**src/rtl/lxp_pkg.sv**
```systemverilog
package lxp_pkg;

   typedef enum logic {
      FILL_WHOLE = 1'b0,
      FILL_TAIL  = 1'b1
   } fill_mode_e;

   function automatic bit is_pow2(input int unsigned v);
      return (v != 0) && ((v & (v - 1)) == 0);
   endfunction

endpackage

```
**src/rtl/lxp_issue.sv**
```systemverilog
module lxp_issue #(
   parameter int unsigned ADDR_W     = 32,
   parameter int unsigned OFF_W      = 3,
   parameter int unsigned BYTE_SH    = 2,
   parameter int unsigned CT_SH      = 1,
   parameter bit          PARTIAL_EN = 1'b1
) (
   input  logic              clk,
   input  logic              rst_n,
   input  logic              accept,
   input  logic [ADDR_W-1:0] miss_addr,
   input  logic              miss_partial,
   input  logic [ADDR_W-1:0] ct_base,
   output logic              iss_v,
   output logic [OFF_W-1:0]  iss_off,
   output logic              iss_last,
   output logic [ADDR_W-1:0] ct_rd_addr,
   output logic [ADDR_W-1:0] line_addr
);
   import lxp_pkg::*;

   localparam int unsigned         LINE_SH  = OFF_W + BYTE_SH;
   localparam logic [ADDR_W-1:0]   LOW_MASK = ADDR_W'((64'd1 << LINE_SH) - 64'd1);
   localparam logic [ADDR_W-1:0]   CT_STEP  = ADDR_W'(64'd1 << CT_SH);
   localparam logic [OFF_W-1:0]    OFF_LAST = '1;

   logic              active_q;
   logic [OFF_W-1:0]  off_q;
   logic [ADDR_W-1:0] ptr_q;
   logic [ADDR_W-1:0] line_q;
   logic [OFF_W-1:0]  start_off;
   logic [ADDR_W-1:0] new_line;
   logic [ADDR_W-1:0] new_ptr;

   // The fill mode picks the starting word; the tail variant exists only when enabled.
   generate
      if (PARTIAL_EN) begin : g_tail
         fill_mode_e mode;
         assign mode      = fill_mode_e'(miss_partial);
         assign start_off = (mode == FILL_TAIL) ? OFF_W'(miss_addr >> BYTE_SH) : '0;
      end else begin : g_whole
         assign start_off = '0;
      end
   endgenerate

   assign new_line = miss_addr & ~LOW_MASK;
   assign new_ptr  = ct_base + ((new_line >> BYTE_SH) << CT_SH)
                   + (ADDR_W'(start_off) << CT_SH);

   always_ff @(posedge clk or negedge rst_n) begin
      if (!rst_n) begin
         active_q <= 1'b0;
         off_q    <= '0;
         ptr_q    <= '0;
         line_q   <= '0;
      end else if (accept) begin
         active_q <= 1'b1;
         off_q    <= start_off;
         ptr_q    <= new_ptr;
         line_q   <= new_line;
      end else if (active_q) begin
         if (off_q == OFF_LAST) begin
            active_q <= 1'b0;
         end else begin
            off_q <= off_q + 1'b1;
            ptr_q <= ptr_q + CT_STEP;
         end
      end
   end

   assign iss_v      = active_q;
   assign iss_off    = off_q;
   assign iss_last   = active_q && (off_q == OFF_LAST);
   assign ct_rd_addr = ptr_q;
   assign line_addr  = line_q;

   // consecutive reads step by one index width
   a_r2_ct_step : assert property (@(posedge clk) disable iff (!rst_n)
      (iss_v && !iss_last && !accept) |=> (iss_v && ct_rd_addr == $past(ct_rd_addr) + CT_STEP));

endmodule

```
**src/rtl/lxp_lookup.sv**
```systemverilog
module lxp_lookup #(
   parameter int unsigned OFF_W = 3,
   parameter int unsigned IDX_W = 16
) (
   input  logic             clk,
   input  logic             rst_n,
   input  logic             iss_v,
   input  logic [OFF_W-1:0] iss_off,
   input  logic             iss_last,
   input  logic [IDX_W-1:0] ct_rd_data,
   output logic             dict_rd_en,
   output logic [IDX_W-1:0] dict_rd_addr,
   output logic             s2_v,
   output logic [OFF_W-1:0] s2_off,
   output logic             s2_last,
   output logic             lookup_busy
);
   logic             s1_v;
   logic [OFF_W-1:0] s1_off;
   logic             s1_last;

   always_ff @(posedge clk or negedge rst_n) begin
      if (!rst_n) begin
         s1_v    <= 1'b0;
         s1_off  <= '0;
         s1_last <= 1'b0;
         s2_v    <= 1'b0;
         s2_off  <= '0;
         s2_last <= 1'b0;
      end else begin
         s1_v    <= iss_v;
         s1_off  <= iss_off;
         s1_last <= iss_last;
         s2_v    <= s1_v;
         s2_off  <= s1_off;
         s2_last <= s1_last;
      end
   end

   // Index from the compressed text arrives now and goes straight to the dictionary.
   assign dict_rd_en   = s1_v;
   assign dict_rd_addr = ct_rd_data;
   assign lookup_busy  = s1_v | s2_v;

   // each dictionary read follows exactly one compressed-text read
   a_r3_lookup_follows : assert property (@(posedge clk) disable iff (!rst_n)
      iss_v |=> dict_rd_en);

endmodule

```
**src/rtl/lxp_fill.sv**
```systemverilog
module lxp_fill #(
   parameter int unsigned INSN_W     = 32,
   parameter int unsigned LINE_WORDS = 8,
   parameter int unsigned OFF_W      = 3
) (
   input  logic                  clk,
   input  logic                  rst_n,
   input  logic                  s2_v,
   input  logic [OFF_W-1:0]      s2_off,
   input  logic                  s2_last,
   input  logic [INSN_W-1:0]     dict_rd_data,
   output logic                  fill_we,
   output logic [OFF_W-1:0]      fill_off,
   output logic [INSN_W-1:0]     fill_data,
   output logic [LINE_WORDS-1:0] fill_wstrb,
   output logic                  done
);
   logic                  last_q;
   logic [LINE_WORDS-1:0] dec;

   generate
      for (genvar gi = 0; gi < LINE_WORDS; gi++) begin : g_dec
         assign dec[gi] = (s2_off == OFF_W'(gi));
      end
   endgenerate

   always_ff @(posedge clk or negedge rst_n) begin
      if (!rst_n) begin
         fill_we    <= 1'b0;
         fill_off   <= '0;
         fill_data  <= '0;
         fill_wstrb <= '0;
         last_q     <= 1'b0;
         done       <= 1'b0;
      end else begin
         fill_we    <= s2_v;
         last_q     <= s2_v & s2_last;
         done       <= fill_we & last_q;
         fill_wstrb <= s2_v ? dec : '0;
         if (s2_v) begin
            fill_off  <= s2_off;
            fill_data <= dict_rd_data;
         end
      end
   end

   // writes climb one offset per cycle until the line end
   a_r5_ascending : assert property (@(posedge clk) disable iff (!rst_n)
      (fill_we && !last_q) |=> (fill_we && fill_off == OFF_W'($past(fill_off) + 1'b1)));

   // strobe is one-hot at the written offset
   a_r7_strobe_onehot : assert property (@(posedge clk) disable iff (!rst_n)
      fill_we |-> ($countones(fill_wstrb) == 1 && fill_wstrb[fill_off]));

   a_r7_strobe_idle : assert property (@(posedge clk) disable iff (!rst_n)
      !fill_we |-> (fill_wstrb == '0));

   // completion follows the last write and lasts one cycle
   a_r8_done_after_last : assert property (@(posedge clk) disable iff (!rst_n)
      done |-> $past(fill_we && last_q));

   a_r8_done_single : assert property (@(posedge clk) disable iff (!rst_n)
      done |=> !done);

endmodule

```
**src/rtl/icache_line_expander.sv**
```systemverilog
module icache_line_expander #(
   parameter int unsigned ADDR_W     = 32,
   parameter int unsigned IDX_W      = 16,
   parameter int unsigned INSN_W     = 32,
   parameter int unsigned LINE_WORDS = 8,
   parameter bit          PARTIAL_EN = 1'b1
) (
   input  logic                  clk,
   input  logic                  rst_n,
   input  logic [ADDR_W-1:0]     ct_base,
   input  logic                  miss_valid,
   input  logic [ADDR_W-1:0]     miss_addr,
   input  logic                  miss_partial,
   output logic                  busy,
   output logic                  ct_rd_en,
   output logic [ADDR_W-1:0]     ct_rd_addr,
   input  logic [IDX_W-1:0]      ct_rd_data,
   output logic                  dict_rd_en,
   output logic [IDX_W-1:0]      dict_rd_addr,
   input  logic [INSN_W-1:0]     dict_rd_data,
   output logic                  fill_we,
   output logic [ADDR_W-1:0]     fill_line_addr,
   output logic [$clog2(LINE_WORDS)-1:0] fill_off,
   output logic [INSN_W-1:0]     fill_data,
   output logic [LINE_WORDS-1:0] fill_wstrb,
   output logic                  done
);
   import lxp_pkg::*;

   localparam int unsigned OFF_W   = $clog2(LINE_WORDS);
   localparam int unsigned BYTE_SH = $clog2(INSN_W / 8);
   localparam int unsigned CT_SH   = $clog2(IDX_W / 8);

   generate
      if (!is_pow2(LINE_WORDS) || LINE_WORDS < 2) begin : g_bad_words
         $error("LINE_WORDS must be a power of two of at least 2");
      end
      if ((INSN_W % 8) != 0 || !is_pow2(INSN_W / 8)) begin : g_bad_insn
         $error("INSN_W must be a power-of-two number of bytes");
      end
      if ((IDX_W % 8) != 0 || !is_pow2(IDX_W / 8)) begin : g_bad_idx
         $error("IDX_W must be a power-of-two number of bytes");
      end
      if (ADDR_W <= OFF_W + BYTE_SH) begin : g_bad_addr
         $error("ADDR_W too narrow for the line size");
      end
   endgenerate

   logic             accept;
   logic             iss_v;
   logic [OFF_W-1:0] iss_off;
   logic             iss_last;
   logic             s2_v;
   logic [OFF_W-1:0] s2_off;
   logic             s2_last;
   logic             lookup_busy;

   assign busy   = iss_v | lookup_busy | fill_we;
   assign accept = miss_valid & ~busy;

   lxp_issue #(
      .ADDR_W(ADDR_W), .OFF_W(OFF_W), .BYTE_SH(BYTE_SH),
      .CT_SH(CT_SH), .PARTIAL_EN(PARTIAL_EN)
   ) u_issue (
      .clk(clk), .rst_n(rst_n), .accept(accept),
      .miss_addr(miss_addr), .miss_partial(miss_partial), .ct_base(ct_base),
      .iss_v(iss_v), .iss_off(iss_off), .iss_last(iss_last),
      .ct_rd_addr(ct_rd_addr), .line_addr(fill_line_addr)
   );

   assign ct_rd_en = iss_v;

   lxp_lookup #(.OFF_W(OFF_W), .IDX_W(IDX_W)) u_lookup (
      .clk(clk), .rst_n(rst_n),
      .iss_v(iss_v), .iss_off(iss_off), .iss_last(iss_last),
      .ct_rd_data(ct_rd_data),
      .dict_rd_en(dict_rd_en), .dict_rd_addr(dict_rd_addr),
      .s2_v(s2_v), .s2_off(s2_off), .s2_last(s2_last),
      .lookup_busy(lookup_busy)
   );

   lxp_fill #(.INSN_W(INSN_W), .LINE_WORDS(LINE_WORDS), .OFF_W(OFF_W)) u_fill (
      .clk(clk), .rst_n(rst_n),
      .s2_v(s2_v), .s2_off(s2_off), .s2_last(s2_last),
      .dict_rd_data(dict_rd_data),
      .fill_we(fill_we), .fill_off(fill_off), .fill_data(fill_data),
      .fill_wstrb(fill_wstrb), .done(done)
   );

   // a request while busy leaves the captured line untouched
   a_r9_ignore_busy : assert property (@(posedge clk) disable iff (!rst_n)
      (busy && miss_valid) |=> $stable(fill_line_addr));

   // a refill runs to completion before the block frees up
   a_r8_busy_until_done : assert property (@(posedge clk) disable iff (!rst_n)
      (busy && !fill_we && !lookup_busy && iss_v) |=> busy);

endmodule

```
**config.mk**
```make
export PLATFORM = sky130hd
export DESIGN_NAME = icache_line_expander
export DESIGN_NICKNAME = d
export VERILOG_FILES = /design/src/rtl/lxp_pkg.sv /design/src/rtl/lxp_issue.sv /design/src/rtl/lxp_lookup.sv /design/src/rtl/lxp_fill.sv /design/src/rtl/icache_line_expander.sv
export SDC_FILE = /design/constraint.sdc
export NUM_CORES = 1
export LEC_CHECK = 0
export BUFFER_PORTS_ARGS = -buffer_cell sky130_fd_sc_hd__buf_4
export CORE_UTILIZATION = 53
export CTS_BUF_LIST = sky130_fd_sc_hd__clkbuf_8 sky130_fd_sc_hd__clkbuf_16
export DETAILED_ROUTE_END_ITERATION = 8
export GPL_TIMING_DRIVEN = 0
export HOLD_SLACK_MARGIN = 0.1
export PLACE_DENSITY_LB_ADDON = 0.15
export SYNTH_ARGS = -nofsm -noshare
export SYNTH_HDL_FRONTEND = slang
export SYNTH_SLANG_ARGS = --single-unit
export TNS_END_PERCENT = 5
```
**constraint.sdc**
```tcl
create_clock -name clk -period 6.33 [get_ports clk]
set_clock_uncertainty 0.2 [all_clocks]
set_input_delay 1.5825 -clock clk [delete_from_list [all_inputs] [get_ports clk]]
set_output_delay 1.5825 -clock clk [all_outputs]
set_load 0.005 [all_outputs]
```
==> reports/qor.tcl <==
set qor(gp_congestion) 0.947
set qor(final_util_pct) 75.6
set qor(ys.flop_type) {sky130_fd_sc_hd__dfrtp_1}
set qor(cts_setup_buffers) 0
set qor(synth-edff-count) 0
set qor(cts_hold_repair.buffers) 0
set qor(core_area_um2) 12200
set qor(drv_cap) 0
set qor(num_rows) 40
set qor(hold_slack_final_ns) 0.142
set qor(grt.overflow.total) 0
set qor(power.switching_fraction_pct) 33.6
set qor(timing.critical_path.required_ns) 6.41
set qor(avgViaCountPerCell) 5.30
set qor(max-clock-path-buffers) 2
set qor(nNetsFinal) 1111
set qor(sum_neg_setup_slack_ns) 0
set qor(seqPwrFrac_pct) 36.0
set qor(crit_path_start_kind) {input pin}
set qor(drt-pass1-iter-count) 5
set qor(final_hold_viol_count) 0
set qor(final_cells) 1141
set qor(crit_path_end_kind) {register}
set qor(die-area_um2) 13100
set qor(synthesis.yosys.warnings) 0
set qor(io_buffers) 220
set qor(post-synth-top-area-fraction_pct) 44.4
set qor(cellLeakagePower_nw) 4.53
set qor(cts_inserted_buffers) 17
set qor(die_y_um) 114
set qor(ys_types) 62
set qor(final_antenna_diode_count) 0
set qor(clkSinkCount) 119
set qor(floorplan.die.width_um) 114
set qor(clock_period_minus_worst_slack_ns) 3.88
set qor(n_fill_cell) 903
set qor(initial_antenna_violation_count) 0
set qor(ant_nets) 0
set qor(most-common-layout-cells) {sky130_fd_sc_hd__buf_4 (241), sky130_fd_sc_hd__nand2_1 (151), sky130_fd_sc_hd__dfrtp_1 (119)}
set qor(pin_count_of_the_biggest_net_entering_global_routing) 79
set qor(hp-class) {reg2reg}
set qor(yosys-top-cells-area) {sky130_fd_sc_hd__dfrtp_1 (44%), sky130_fd_sc_hd__nand2_1 (8.5%), sky130_fd_sc_hd__ha_1 (6.2%), sky130_fd_sc_hd__mux2_2 (5.7%), sky130_fd_sc_hd__xnor2_1 (3.3%)}
set qor(drt-wirelength-per-cell_um) 15.2
set qor(worstSetupPathType) {in2reg}
set qor(fmaxAchievable_ghz) 0.258
set qor(grt_pass1_vias) 5703
set qor(critPathTopFamily) {compound AO/OA/AOI/OAI gates}
set qor(drt_iter0_markers) 498
set qor(crit_buf_inv) 2
set qor(total_switching_power_w) 0.00127
set qor(cp_data_arrival_time_ns) 3.95
set qor(tightestPinTransition_ns) 0.572
set qor(areaGrowthSynthToFinish_pct) 37.0
set qor(postSynthRegisterBits) 119
set qor(ys_async_sr_fraction_pct) 100
set qor(clkSlewWorstSetupHoldPaths_ns) 0.05
set qor(status) {complete, no violations}
set qor(finalMaxSlewViolations) 0
set qor(clk_latency_ns) 0.42
set qor(drc) 0
set qor(first_pass_grt_wire_length_um) 27800
set qor(layout.cells.most_common) {sky130_fd_sc_hd__buf_4}
set qor(multi_input_comb_area_um2) 3430
set qor(io_pins) 244
set qor(power.ir.vdd_worst_mv) 0.209
set qor(synthesis.area_per_instance_um2) 9.35
set qor(power.combinational.fraction_pct) 39.4
set qor(routed_wl_um) 17300
set qor(num_vias) 6052
set qor(start_util_pct) 55.1
set qor(root_buffer) {sky130_fd_sc_hd__clkbuf_16}
set qor(grt_setup_unrepaired) {false}
set qor(path_cells) {buf_4 > nand2_1 > inv_1 > ha_1 > a211oi_1 > o21ba_2 > a211o_1 > nand4_1 > a21oi_1 > xor2_1 > mux2i_1}
set qor(slowest_delay_ns) 0.37
set qor(syn_area_um2) 6710
set qor(internal-power_w) 0.00252
set qor(final_layout_size_suffix_gt1_share_pct) 33.4
set qor(p_clk_share_pct) 24.6
set qor(max_slew_margin_pct) 61.9
set qor(synth_cells) 717
set qor(sequential_cell_area_um2) 2980
set qor(critical-path-slowest-cell) {sky130_fd_sc_hd__a211oi_1}
set qor(post-dp-hpwl_um) 13200
set qor(post-route-period-util_pct) 61.3
set qor(yosysSeqAreaShare_pct) 44.4
set qor(placed_cell_count) 1110
set qor(cellPowerDensity_nw_per_um2) 412
set qor(setup_viol) 0
set qor(cts_max_level) 4
set qor(globalRouteTotalUtil_pct) 27.3
set qor(crit_fanout) 5
set qor(synth_top_area_cell) {sky130_fd_sc_hd__dfrtp_1}
set qor(cts_tree) {done}
set qor(total_power_w) 0.00379
set qor(post_cts_resized) 0
==> cell type report <==
| type | count | area share [%] |
|---|---|---|
| multi-input cells | 544 | 37.4 |
| flip-flops and latches | 119 | 32.4 |
| repair buffers | 221 | 18.3 |
| clock buffers | 20 | 5.08 |
| plain buffers | 45 | 2.86 |
| well taps | 168 | 2.29 |
| clock inverters | 11 | 1.17 |
| inverters | 13 | 0.531 |
==> metal layers <==
metal	up-vias	track usage, %	wire length, µm
li1	2943	-	-
met1	2837	34.1	7250
met2	242	45.8	8450
met3	30	7.89	1310
met4	0	8.40	312
met5	-	0	0
==> cell usage after synthesis, types with 6 or more instances <==
| cell type | number |
|---|---|
| sky130_fd_sc_hd__nor2_1 | 46 |
| sky130_fd_sc_hd__nand4_1 | 8 |
| sky130_fd_sc_hd__nor3_1 | 13 |
| sky130_fd_sc_hd__dfrtp_1 | 119 |
| sky130_fd_sc_hd__xor2_1 | 23 |
| sky130_fd_sc_hd__a21oi_1 | 41 |
| sky130_fd_sc_hd__xnor2_1 | 25 |
| sky130_fd_sc_hd__a211oi_1 | 6 |
| sky130_fd_sc_hd__nand2b_1 | 8 |
| sky130_fd_sc_hd__o21ai_0 | 38 |
| sky130_fd_sc_hd__inv_1 | 13 |
| sky130_fd_sc_hd__nand2_1 | 151 |
| sky130_fd_sc_hd__nand3_1 | 17 |
| sky130_fd_sc_hd__a21o_1 | 9 |
| sky130_fd_sc_hd__mux2_2 | 34 |
| sky130_fd_sc_hd__ha_1 | 33 |
| sky130_fd_sc_hd__clkbuf_1 | 18 |
| sky130_fd_sc_hd__buf_4 | 22 |
| sky130_fd_sc_hd__and2_1 | 8 |
==> sequential cells by signal, indices dropped and copies added (netlist names) <==
register,flops
u_fill.fill_data,32
u_issue.ct_rd_addr,32
u_issue.line_addr,27
u_fill.fill_wstrb,8
u_fill.fill_off,3
u_issue.iss_off,3
u_lookup.s1_off,3
u_lookup.s2_off,3
u_fill.done,1
u_fill.fill_we,1
u_fill.last_q,1
u_issue.iss_v,1
u_lookup.dict_rd_en,1
u_lookup.s1_last,1
u_lookup.s2_last,1
u_lookup.s2_v,1
==> path summary, 6_finish.rpt <==
| path | end | slack [ns] | depth (start not counted) | startpoint |
|---|---|---|---|---|
| max in group asynchronous | u_issue.line_addr[21]$_DFFE_PN0P_ | 4.36 | 2 | rst_n |
| max reg2reg | u_issue.ct_rd_addr[30]$_DFFE_PN0P_ | 3.61 | 9 | u_issue.iss_off[0]$_DFFE_PN0P_ |
| min in group asynchronous | u_fill.fill_data[30]$_DFFE_PN0P_ | 0.88 | 1 | rst_n |
| min reg2reg | u_lookup.s2_off[1]$_DFF_PN0_ | 0.14 | 0 | u_lookup.s1_off[1]$_DFF_PN0_ |
| min | u_lookup.s2_off[1]$_DFF_PN0_ | 0.14 | 0 | u_lookup.s1_off[1]$_DFF_PN0_ |
| max | u_issue.ct_rd_addr[24]$_DFFE_PN0P_ | 2.45 | 11 | miss_partial |
==> through the flow <==
step / setup slack, ns / area (µm²)
final: 2.45 / 9190
after global routing: 2.32 / 9190
after CTS: 2.54 / 9190
after detailed placement: 2.13 / 8610
after global placement: 2.17 / 8580
after floorplan: 2.56 / 6720
==> power by group through the flow <==
| stage | registers (W) | clock network [W] | logic (W) |
|---|---|---|---|
| after floorplan | 0.00136 | 0 | 0.000716 |
| after global placement | 0.00136 | 0 | 0.00145 |
| after detailed placement | 0.00137 | 0 | 0.00149 |
| after CTS | 0.00137 | 0.000940 | 0.00150 |
| after global routing | 0.00141 | 0.000981 | 0.00165 |
| final | 0.00137 | 0.000932 | 0.00149 |
==> cells by family after synthesis <==
kind of cell | synth area share (%)
adder cells (fa/ha/maj) | 6.46
other | 0.0559
buffers and inverters | 4.65
XOR/XNOR | 6.27
AO/OA/AOI/OAI | 12.9
flip-flops | 44.4
multiplexers | 6.01
AND/OR/NAND/NOR | 19.2
Power figures use the tool's default switching activity.
